==> config.mk <==
export PLATFORM = sky130hd
export DESIGN_NAME = mp_ctrl
export DESIGN_NICKNAME = d
export VERILOG_FILES = /design/src/rtl/mp_pkg.sv /design/src/rtl/mp_ipi_fifo.sv /design/src/rtl/mp_ipi_route.sv /design/src/rtl/mp_run_ctrl.sv /design/src/rtl/mp_ctrl.sv
export SDC_FILE = /design/constraint.sdc
export NUM_CORES = 1
export LEC_CHECK = 0
export CAP_MARGIN = 20
export CORE_MARGIN = 2
export CORE_UTILIZATION = 60
export DETAILED_ROUTE_END_ITERATION = 16
export GPL_ROUTABILITY_DRIVEN = 1
export PLACE_DENSITY = 0.87
export REMOVE_ABC_BUFFERS = 1
export SETUP_SLACK_MARGIN = 0.4
export SLEW_MARGIN = 5
export SYNTH_ARGS = -nofsm -noshare
export SYNTH_HDL_FRONTEND = slang
export SYNTH_SLANG_ARGS = --single-unit
==> constraint.sdc <==
create_clock -name clk -period 5.6 [get_ports clk]
set_clock_uncertainty 0.2 [all_clocks]
set_input_delay 1.12 -clock clk [delete_from_list [all_inputs] [get_ports clk]]
set_output_delay 1.12 -clock clk [all_outputs]
set_load 0.01 [all_outputs]
==> src/rtl/mp_pkg.sv <==
package mp_pkg;

    localparam int BUS_DW   = 32;
    localparam int OFS_W    = 8;
    localparam int IPI_NR_W = 16;

    typedef enum logic [3:0] {
        SEL_WHOAMI   = 4'h0,
        SEL_NCPU     = 4'h1,
        SEL_START    = 4'h2,
        SEL_BOOTPC   = 4'h3,
        SEL_HOLD     = 4'h5,
        SEL_RESUME   = 4'h6,
        SEL_BOOTSP   = 4'h7,
        SEL_SEND_ONE = 4'hA,
        SEL_SEND_ALL = 4'hB,
        SEL_IPIQ     = 4'hC,
        SEL_CYCLES   = 4'hD
    } reg_sel_e;

    typedef struct packed {
        logic     hit;
        reg_sel_e sel;
    } ofs_dec_t;

    typedef struct packed {
        logic [IPI_NR_W-1:0]          nr;
        logic [BUS_DW-IPI_NR_W-1:0]   tgt;
    } ipi_word_t;

    function automatic ofs_dec_t decode_ofs(input logic [OFS_W-1:0] ofs);
        ofs_dec_t d;
        d.hit = 1'b0;
        d.sel = SEL_WHOAMI;
        if (ofs[3:0] == 4'h0) begin
            d.hit = 1'b1;
            case (ofs[7:4])
                4'h0:    d.sel = SEL_WHOAMI;
                4'h1:    d.sel = SEL_NCPU;
                4'h2:    d.sel = SEL_START;
                4'h3:    d.sel = SEL_BOOTPC;
                4'h5:    d.sel = SEL_HOLD;
                4'h6:    d.sel = SEL_RESUME;
                4'h7:    d.sel = SEL_BOOTSP;
                4'hA:    d.sel = SEL_SEND_ONE;
                4'hB:    d.sel = SEL_SEND_ALL;
                4'hC:    d.sel = SEL_IPIQ;
                4'hD:    d.sel = SEL_CYCLES;
                default: d.hit = 1'b0;
            endcase
        end
        return d;
    endfunction

endpackage

==> src/rtl/mp_ipi_fifo.sv <==
module mp_ipi_fifo #(
    parameter int DEPTH = 8,
    parameter int WIDTH = 16
) (
    input  logic             clk,
    input  logic             rst,
    input  logic             push,
    input  logic [WIDTH-1:0] push_nr,
    input  logic             pop,
    input  logic             flush,
    output logic [WIDTH-1:0] head,
    output logic             not_empty,
    output logic             ovf
);
    localparam int PTR_W = (DEPTH > 1) ? $clog2(DEPTH) : 1;
    localparam int CNT_W = $clog2(DEPTH + 1);

    logic [WIDTH-1:0] slot_q [DEPTH];
    logic [PTR_W-1:0] rd_ptr_q, wr_ptr_q;
    logic [CNT_W-1:0] fill_q;
    logic             is_full, is_empty, do_push, do_pop;

    function automatic logic [PTR_W-1:0] bump(input logic [PTR_W-1:0] p);
        return (p == PTR_W'(DEPTH - 1)) ? '0 : p + 1'b1;
    endfunction

    assign is_empty = (fill_q == '0);
    assign is_full  = (fill_q == CNT_W'(DEPTH));
    assign do_push  = push && !is_full && !flush;
    assign do_pop   = pop && !is_empty && !flush;

    always_ff @(posedge clk) begin
        if (do_push) begin
            slot_q[wr_ptr_q] <= push_nr;
        end
    end

    always_ff @(posedge clk) begin
        if (rst || flush) begin
            rd_ptr_q <= '0;
            wr_ptr_q <= '0;
            fill_q   <= '0;
            ovf      <= 1'b0;
        end else begin
            if (do_push) wr_ptr_q <= bump(wr_ptr_q);
            if (do_pop)  rd_ptr_q <= bump(rd_ptr_q);
            case ({do_push, do_pop})
                2'b10:   fill_q <= fill_q + 1'b1;
                2'b01:   fill_q <= fill_q - 1'b1;
                default: fill_q <= fill_q;
            endcase
            if (push && is_full && !do_pop) ovf <= 1'b1;
        end
    end

    assign head      = slot_q[rd_ptr_q];
    assign not_empty = !is_empty;

endmodule

==> src/rtl/mp_ipi_route.sv <==
module mp_ipi_route
    import mp_pkg::*;
#(
    parameter int NUM_CPU = 4
) (
    input  logic               send_one,
    input  logic               send_all,
    input  ipi_word_t          cmd,
    output logic [NUM_CPU-1:0] push
);
    logic nr_valid;
    assign nr_valid = (cmd.nr != '0);

    for (genvar g = 0; g < NUM_CPU; g++) begin : g_tgt
        logic named;
        assign named   = (cmd.tgt == (BUS_DW - IPI_NR_W)'(g));
        assign push[g] = nr_valid && ((send_one && named) || (send_all && !named));
    end

endmodule

==> src/rtl/mp_run_ctrl.sv <==
module mp_run_ctrl #(
    parameter int NUM_CPU = 4,
    parameter int DW      = 32,
    parameter int CYC_W   = 32
) (
    input  logic                          clk,
    input  logic                          rst,
    input  logic                          start_we,
    input  logic                          hold_we,
    input  logic                          resume_we,
    input  logic                          pc_we,
    input  logic                          sp_we,
    input  logic [DW-1:0]                 wdata,
    output logic [NUM_CPU-1:0]            run_en,
    output logic [NUM_CPU-1:0]            start_pulse,
    output logic [DW-1:0]                 start_pc,
    output logic [DW-1:0]                 start_sp,
    output logic [NUM_CPU-1:0][CYC_W-1:0] cyc_cnt
);
    logic [NUM_CPU-1:0] sel_vec;
    logic [NUM_CPU-1:0] running_q, held_q;
    logic [DW-1:0]      boot_pc_q, boot_sp_q;
    logic               sel_ok;

    for (genvar g = 0; g < NUM_CPU; g++) begin : g_sel
        assign sel_vec[g] = (wdata == DW'(g));
    end
    assign sel_ok = |sel_vec;

    always_ff @(posedge clk) begin
        if (rst) begin
            running_q   <= NUM_CPU'(1);
            held_q      <= '0;
            start_pulse <= '0;
            start_pc    <= '0;
            start_sp    <= '0;
            boot_pc_q   <= '0;
            boot_sp_q   <= '0;
        end else begin
            start_pulse <= '0;
            if (pc_we) boot_pc_q <= wdata;
            if (sp_we) boot_sp_q <= wdata;
            if (start_we && sel_ok) begin
                start_pulse <= sel_vec;
                running_q   <= running_q | sel_vec;
                held_q      <= held_q & ~sel_vec;
                start_pc    <= boot_pc_q;
                start_sp    <= boot_sp_q;
            end
            if (hold_we)   held_q <= held_q | ~sel_vec;
            if (resume_we) held_q <= held_q & ~sel_vec;
        end
    end

    assign run_en = running_q & ~held_q;

    for (genvar g = 0; g < NUM_CPU; g++) begin : g_cyc
        always_ff @(posedge clk) begin
            if (rst)            cyc_cnt[g] <= '0;
            else if (run_en[g]) cyc_cnt[g] <= cyc_cnt[g] + 1'b1;
        end
    end

endmodule

==> src/rtl/mp_ctrl.sv <==
module mp_ctrl
    import mp_pkg::*;
#(
    parameter int NUM_CPU   = 4,
    parameter int IPI_DEPTH = 8,
    parameter int CYC_W     = 32,
    localparam int CPU_W    = (NUM_CPU > 1) ? $clog2(NUM_CPU) : 1
) (
    input  logic               clk,
    input  logic               rst,
    input  logic               req_valid,
    input  logic               req_write,
    input  logic [OFS_W-1:0]   req_ofs,
    input  logic [CPU_W-1:0]   req_cpu,
    input  logic [BUS_DW-1:0]  req_wdata,
    output logic [BUS_DW-1:0]  rd_data,
    output logic [NUM_CPU-1:0] run_en,
    output logic [NUM_CPU-1:0] start_pulse,
    output logic [BUS_DW-1:0]  start_pc,
    output logic [BUS_DW-1:0]  start_sp,
    output logic [NUM_CPU-1:0] ipi_irq,
    output logic [NUM_CPU-1:0] ipi_ovf
);
    ofs_dec_t  dec;
    logic      wr_hit, rd_hit, cpu_ok;
    ipi_word_t cmd;
    logic [NUM_CPU-1:0]                push_vec, pop_vec, flush_vec;
    logic [NUM_CPU-1:0][IPI_NR_W-1:0]  head_vec;
    logic [NUM_CPU-1:0][CYC_W-1:0]     cyc_cnt;

    assign dec    = decode_ofs(req_ofs);
    assign wr_hit = req_valid && req_write && dec.hit;
    assign rd_hit = req_valid && !req_write && dec.hit;
    assign cpu_ok = (int'(req_cpu) < NUM_CPU);
    assign cmd    = ipi_word_t'(req_wdata);

    mp_run_ctrl #(
        .NUM_CPU (NUM_CPU),
        .DW      (BUS_DW),
        .CYC_W   (CYC_W)
    ) u_run (
        .clk         (clk),
        .rst         (rst),
        .start_we    (wr_hit && dec.sel == SEL_START),
        .hold_we     (wr_hit && dec.sel == SEL_HOLD),
        .resume_we   (wr_hit && dec.sel == SEL_RESUME),
        .pc_we       (wr_hit && dec.sel == SEL_BOOTPC),
        .sp_we       (wr_hit && dec.sel == SEL_BOOTSP),
        .wdata       (req_wdata),
        .run_en      (run_en),
        .start_pulse (start_pulse),
        .start_pc    (start_pc),
        .start_sp    (start_sp),
        .cyc_cnt     (cyc_cnt)
    );

    mp_ipi_route #(
        .NUM_CPU (NUM_CPU)
    ) u_route (
        .send_one (wr_hit && dec.sel == SEL_SEND_ONE),
        .send_all (wr_hit && dec.sel == SEL_SEND_ALL),
        .cmd      (cmd),
        .push     (push_vec)
    );

    for (genvar g = 0; g < NUM_CPU; g++) begin : g_q
        logic own;
        assign own          = (req_cpu == CPU_W'(g)) && dec.sel == SEL_IPIQ;
        assign pop_vec[g]   = rd_hit && own;
        assign flush_vec[g] = wr_hit && own;

        mp_ipi_fifo #(
            .DEPTH (IPI_DEPTH),
            .WIDTH (IPI_NR_W)
        ) u_fifo (
            .clk       (clk),
            .rst       (rst),
            .push      (push_vec[g]),
            .push_nr   (cmd.nr),
            .pop       (pop_vec[g]),
            .flush     (flush_vec[g]),
            .head      (head_vec[g]),
            .not_empty (ipi_irq[g]),
            .ovf       (ipi_ovf[g])
        );
    end

    always_comb begin
        rd_data = '0;
        if (rd_hit && cpu_ok) begin
            case (dec.sel)
                SEL_WHOAMI: rd_data = BUS_DW'(req_cpu);
                SEL_NCPU:   rd_data = BUS_DW'(NUM_CPU);
                SEL_IPIQ:   rd_data = ipi_irq[req_cpu] ? BUS_DW'(head_vec[req_cpu]) : '0;
                SEL_CYCLES: rd_data = BUS_DW'(cyc_cnt[req_cpu]);
                default:    rd_data = '0;
            endcase
        end
    end

endmodule

==> summary.md <==
| Metric | Value |
|---|---|
| Outcome | completed |
| Detailed Place HPWL | 59,000 um |
| Slew HR | 0.250 |
| Synth Area in Compound Gates | 0.0547 |
| Post-synthesis adder-cell area fraction | 0.0116 |
| All-Layer GR Usage | 0.316 |
| Post-layout net count | 2,964 |
| Final setup fails | 0 |
| Critical path, cell by cell | buf_2 > nand4bb_1 > buf_4 > o22ai_1 > nor4_2 > buf_4 > nand2_1 > a22o_1 > clkdlybuf4s50_1 |
| Worst R2R Start | g_q[1].u_fifo.fill_q[1] |
| Rows | 87 |
| Starting Density | 0.610 |
| Crit path top cell by count | buf_4 |
| Vias per Instance | 6.58 |
| Most common cell in the synthesized netlist | edfxtp_1 |
| Grt total ovfl | 0 |
| Antenna-violating nets left | 0 |
| Clock share of power | 0.434 |
| Final TNS setup | 0 ns |
| Synthesized area per cell | roughly 13 sq um |
| Cell family with most CP delay | buffers and inverters |
| Largest family of logic cells by synthesized area | simple AND/OR/NAND/NOR gates |
| FF+latch count, synth | between 800 and 900 |
| DP Cell Count | 3,553 |
| Max-slew violations | 0 |
| CP startpoint kind | primary input |
| Initial DRC Count | 3,051 |
| Vias in the first global route | 24,300 |
| CTS buffer count | 78 |
| TritonCTS clock tree | yes |
| P_sw | between 2 and 3 mW |
| DR WL/cell | 25.9 um |
| Fill count | 3,562 |
| CP bufs+invs | 4 |
| Chip height | 244 um |
| Maximum clock path buffer count | 3 |
| RD Place Congestion | about 0.87 |
| Final wirelength | roughly 96,000 um |
| Cell Int Power | 9.54 mW |
| Mux share of post-synthesis cell area | 0.120 |
| Peak supply drop | 0.242 mV |
| Final hold violation count | 0 |
| First-pass GRT wire length | approximately 140,000 um |
| Critical path capture point type | output pin |
| Num ports | about 160 |
| Worst setup path class | primary input to output pin |
| H-tree depth | 3 |
| Mapped Area | 34,500 sq um |
| Width of the die | 244 um |
| Via count | 24,400 |
| Crit-path max cell delay | 0.58 ns |
| Hold_sp | u_run.boot_sp_q[14] |
| IO Port Bufs | 157 |
| Clock-pin slew on the worst setup and hold paths | 0.06 ns |
| CTS Sinks | 836 |
| Worst path required time | 4.28 ns |
| Top FF cell, synth | edfxtp_1 |
| Power per Cell Area | 302 nW/um^2 |
| Number of max-cap violations | 0 |
| Drt drc | 0 |
| Die ar. | 59,500 sq um |
| Worst Hold Class | flop to flop |
| Largest net degree at the start of global routing | about 150 |
| P_leak | between 10 and 15 nW |
| Non-Filler Instances | 3,707 |
| Seq pwr share | 0.541 |
| Peak Freq | 0.190 GHz |
| Area contributors post-synth | edfxtp_1 (45%), dfxtp_1 (19%), mux2i_1 (9.8%), o22ai_1 (2.3%), nand2_1 (2.3%) |
| Initial antenna violation count | 1 |
| Share of cells above drive strength 1 | 0.109 |
| Mapped Cells | 2,711 |
| Post-synthesis cell type count | 64 |
| Core area | 56,600 sq um |
| Clk_lat worst skew | 0.62 ns |
| Crit path time final | ~5.3 ns |
| Clk root buf | clkbuf_16 |
| Slowest-stage cell, CP | nor4_2 |
| Hold buffers post-CTS | 0 |
| DRT Pass-1 Iters | 6 |
| Post-Synth XOR/XNOR Area | 0.0322 |
| Fin crit share | 0.940 |
| Share of flip-flops with an asynchronous set or reset | 0 |
| Top post-synthesis cells by count | edfxtp_1 (512), mux2i_1 (339), dfxtp_1 (324) |
| Logic gate share of total power | 0.025 |
| Unrepaired setup endpoints after global routing | true |
| Post-synthesis sequential area ratio | 0.633 |
| Area share of the largest cell type after synthesis | 0.445 |
| Cell taking the most area after synthesis | edfxtp_1 |
| EDFF count, synth | 512 |
| Simple-gate share of the synthesized area | 0.123 |
| Area growth syn-to-layout | 15.6% |
| CP startpoint | req_cpu[1] |
| Slew @ Worst Pin | 1.12 ns |
| Critical path peak fanout | 17 |
| Ys Warns | 0 |
| Net Sw Frac | 0.208 |
| CP arrival | 3.94 ns |
routing by layer:
layer  vias up  track usage  share of wire
met5         -            0              0
met4         0        0.168          0.051
met3       306       0.0702           0.11
met2      1751        0.527           0.49
met1     11900        0.386           0.35
li1      10500            -              -
what timing repair did:
item	in CTS	in global routing
gates resized for setup	5	3
setup endpoints to repair	13	16
pin swaps	1	2
buffers inserted	2	3
cloned	0	1
endpoints found under the hold margin	0	0
final cells by class:
class / count / area, sq um / area share
repair buffers: 264 / 2450 / 0.0613
clock buffers: 109 / 2200 / 0.0551
well taps: 756 / 946 / 0.0237
flip-flops and latches: 836 / 21900 / 0.548
multi-input cells: 1671 / 12000 / 0.301
diodes: 2 / 5.00 / 0.000125
clock inverters: 34 / 294 / 0.00737
inverters: 35 / 131 / 0.00329
power groups by stage:
| stage | registers (mW) | clock network, mW | logic [mW] |
|---|---|---|---|
| after CTS | 6.52 | 5.22 | 0.283 |
| after detailed placement | 6.65 | 0 | 0.279 |
| after floorplan | 6.66 | 0 | 0.0630 |
| after global placement | 6.65 | 0 | 0.267 |
| after global routing | 6.52 | 5.45 | 0.307 |
| final | 6.52 | 5.22 | 0.299 |
stage by stage:
step           setup WS [ns]   util  power [mW]  instance area [sq um]  hold WS (ns)
4_1_cts                0.402  0.703        12.0                  39800         0.256
2_1_floorplan          -7.10      -        6.72                  33800         0.230
6_report               0.338  0.705        12.0                  39900         0.256
3_5_place_dp           0.322  0.658        6.93                  37300         0.248
5_1_grt                0.327  0.705        12.3                  39900         0.279
3_3_place_gp           0.381  0.658        6.92                  37300         0.242
registers in the layout, summed over array words and instances (netlist names), named ones only:
signal and flops:
g_q.u_fifo.wr_ptr_q 12, g_q.u_fifo.fill_q 16, u_run.running_q 4, u_run.cyc_cnt 128, u_run.start_sp 32, u_run.boot_pc_q 32, u_run.start_pulse 4, g_q.u_fifo.slot_q 512
g_q.u_fifo.ovf 4, u_run.start_pc 32, u_run.boot_sp_q 32, g_q.u_fifo.rd_ptr_q 12, u_run.held_q 4
cell usage in the layout, fill, tap and decap left out, types with 37 or more instances in the layout:
master           count
a21oi_1            117
buf_4              100
clkbuf_16           81
clkdlybuf4s50_1    154
dfxtp_1            320
edfxtp_1           512
mux2i_1            339
nand2_1            213
nand3_1             40
nand4_1             40
nor2_1             213
nor3_1              37
nor4_1              62
o21ai_0             37
o22ai_1            128
xnor2_1             76
xor2_1              51
cell families after synthesis:
family / count (synthesis)
AO/OA/AOI/OAI: 320
AND/OR/NAND/NOR: 818
XOR/XNOR: 127
multiplexers: 374
buffers and inverters: 204
flip-flops: 836
adder cells (fa/ha/maj): 32
path summary, 6_finish.rpt:
check / endpoint / slack [ns] / cells past startpoint
setup / recovery: rd_data[14] / 0.34 / 9
hold reg to reg: u_run.boot_sp_q[14] / 0.26 / 2
hold / removal: u_run.boot_sp_q[14] / 0.26 / 2
setup reg to reg: g_q[1].u_fifo.fill_q[2] / 2.47 / 10
tightest hold or removal path, stage by stage, from the launching register on:
cell     delay [ns]
dfxtp_1        0.31
nand2_1        0.05
a21oi_1        0.05
(Power assumes the default switching activity.)
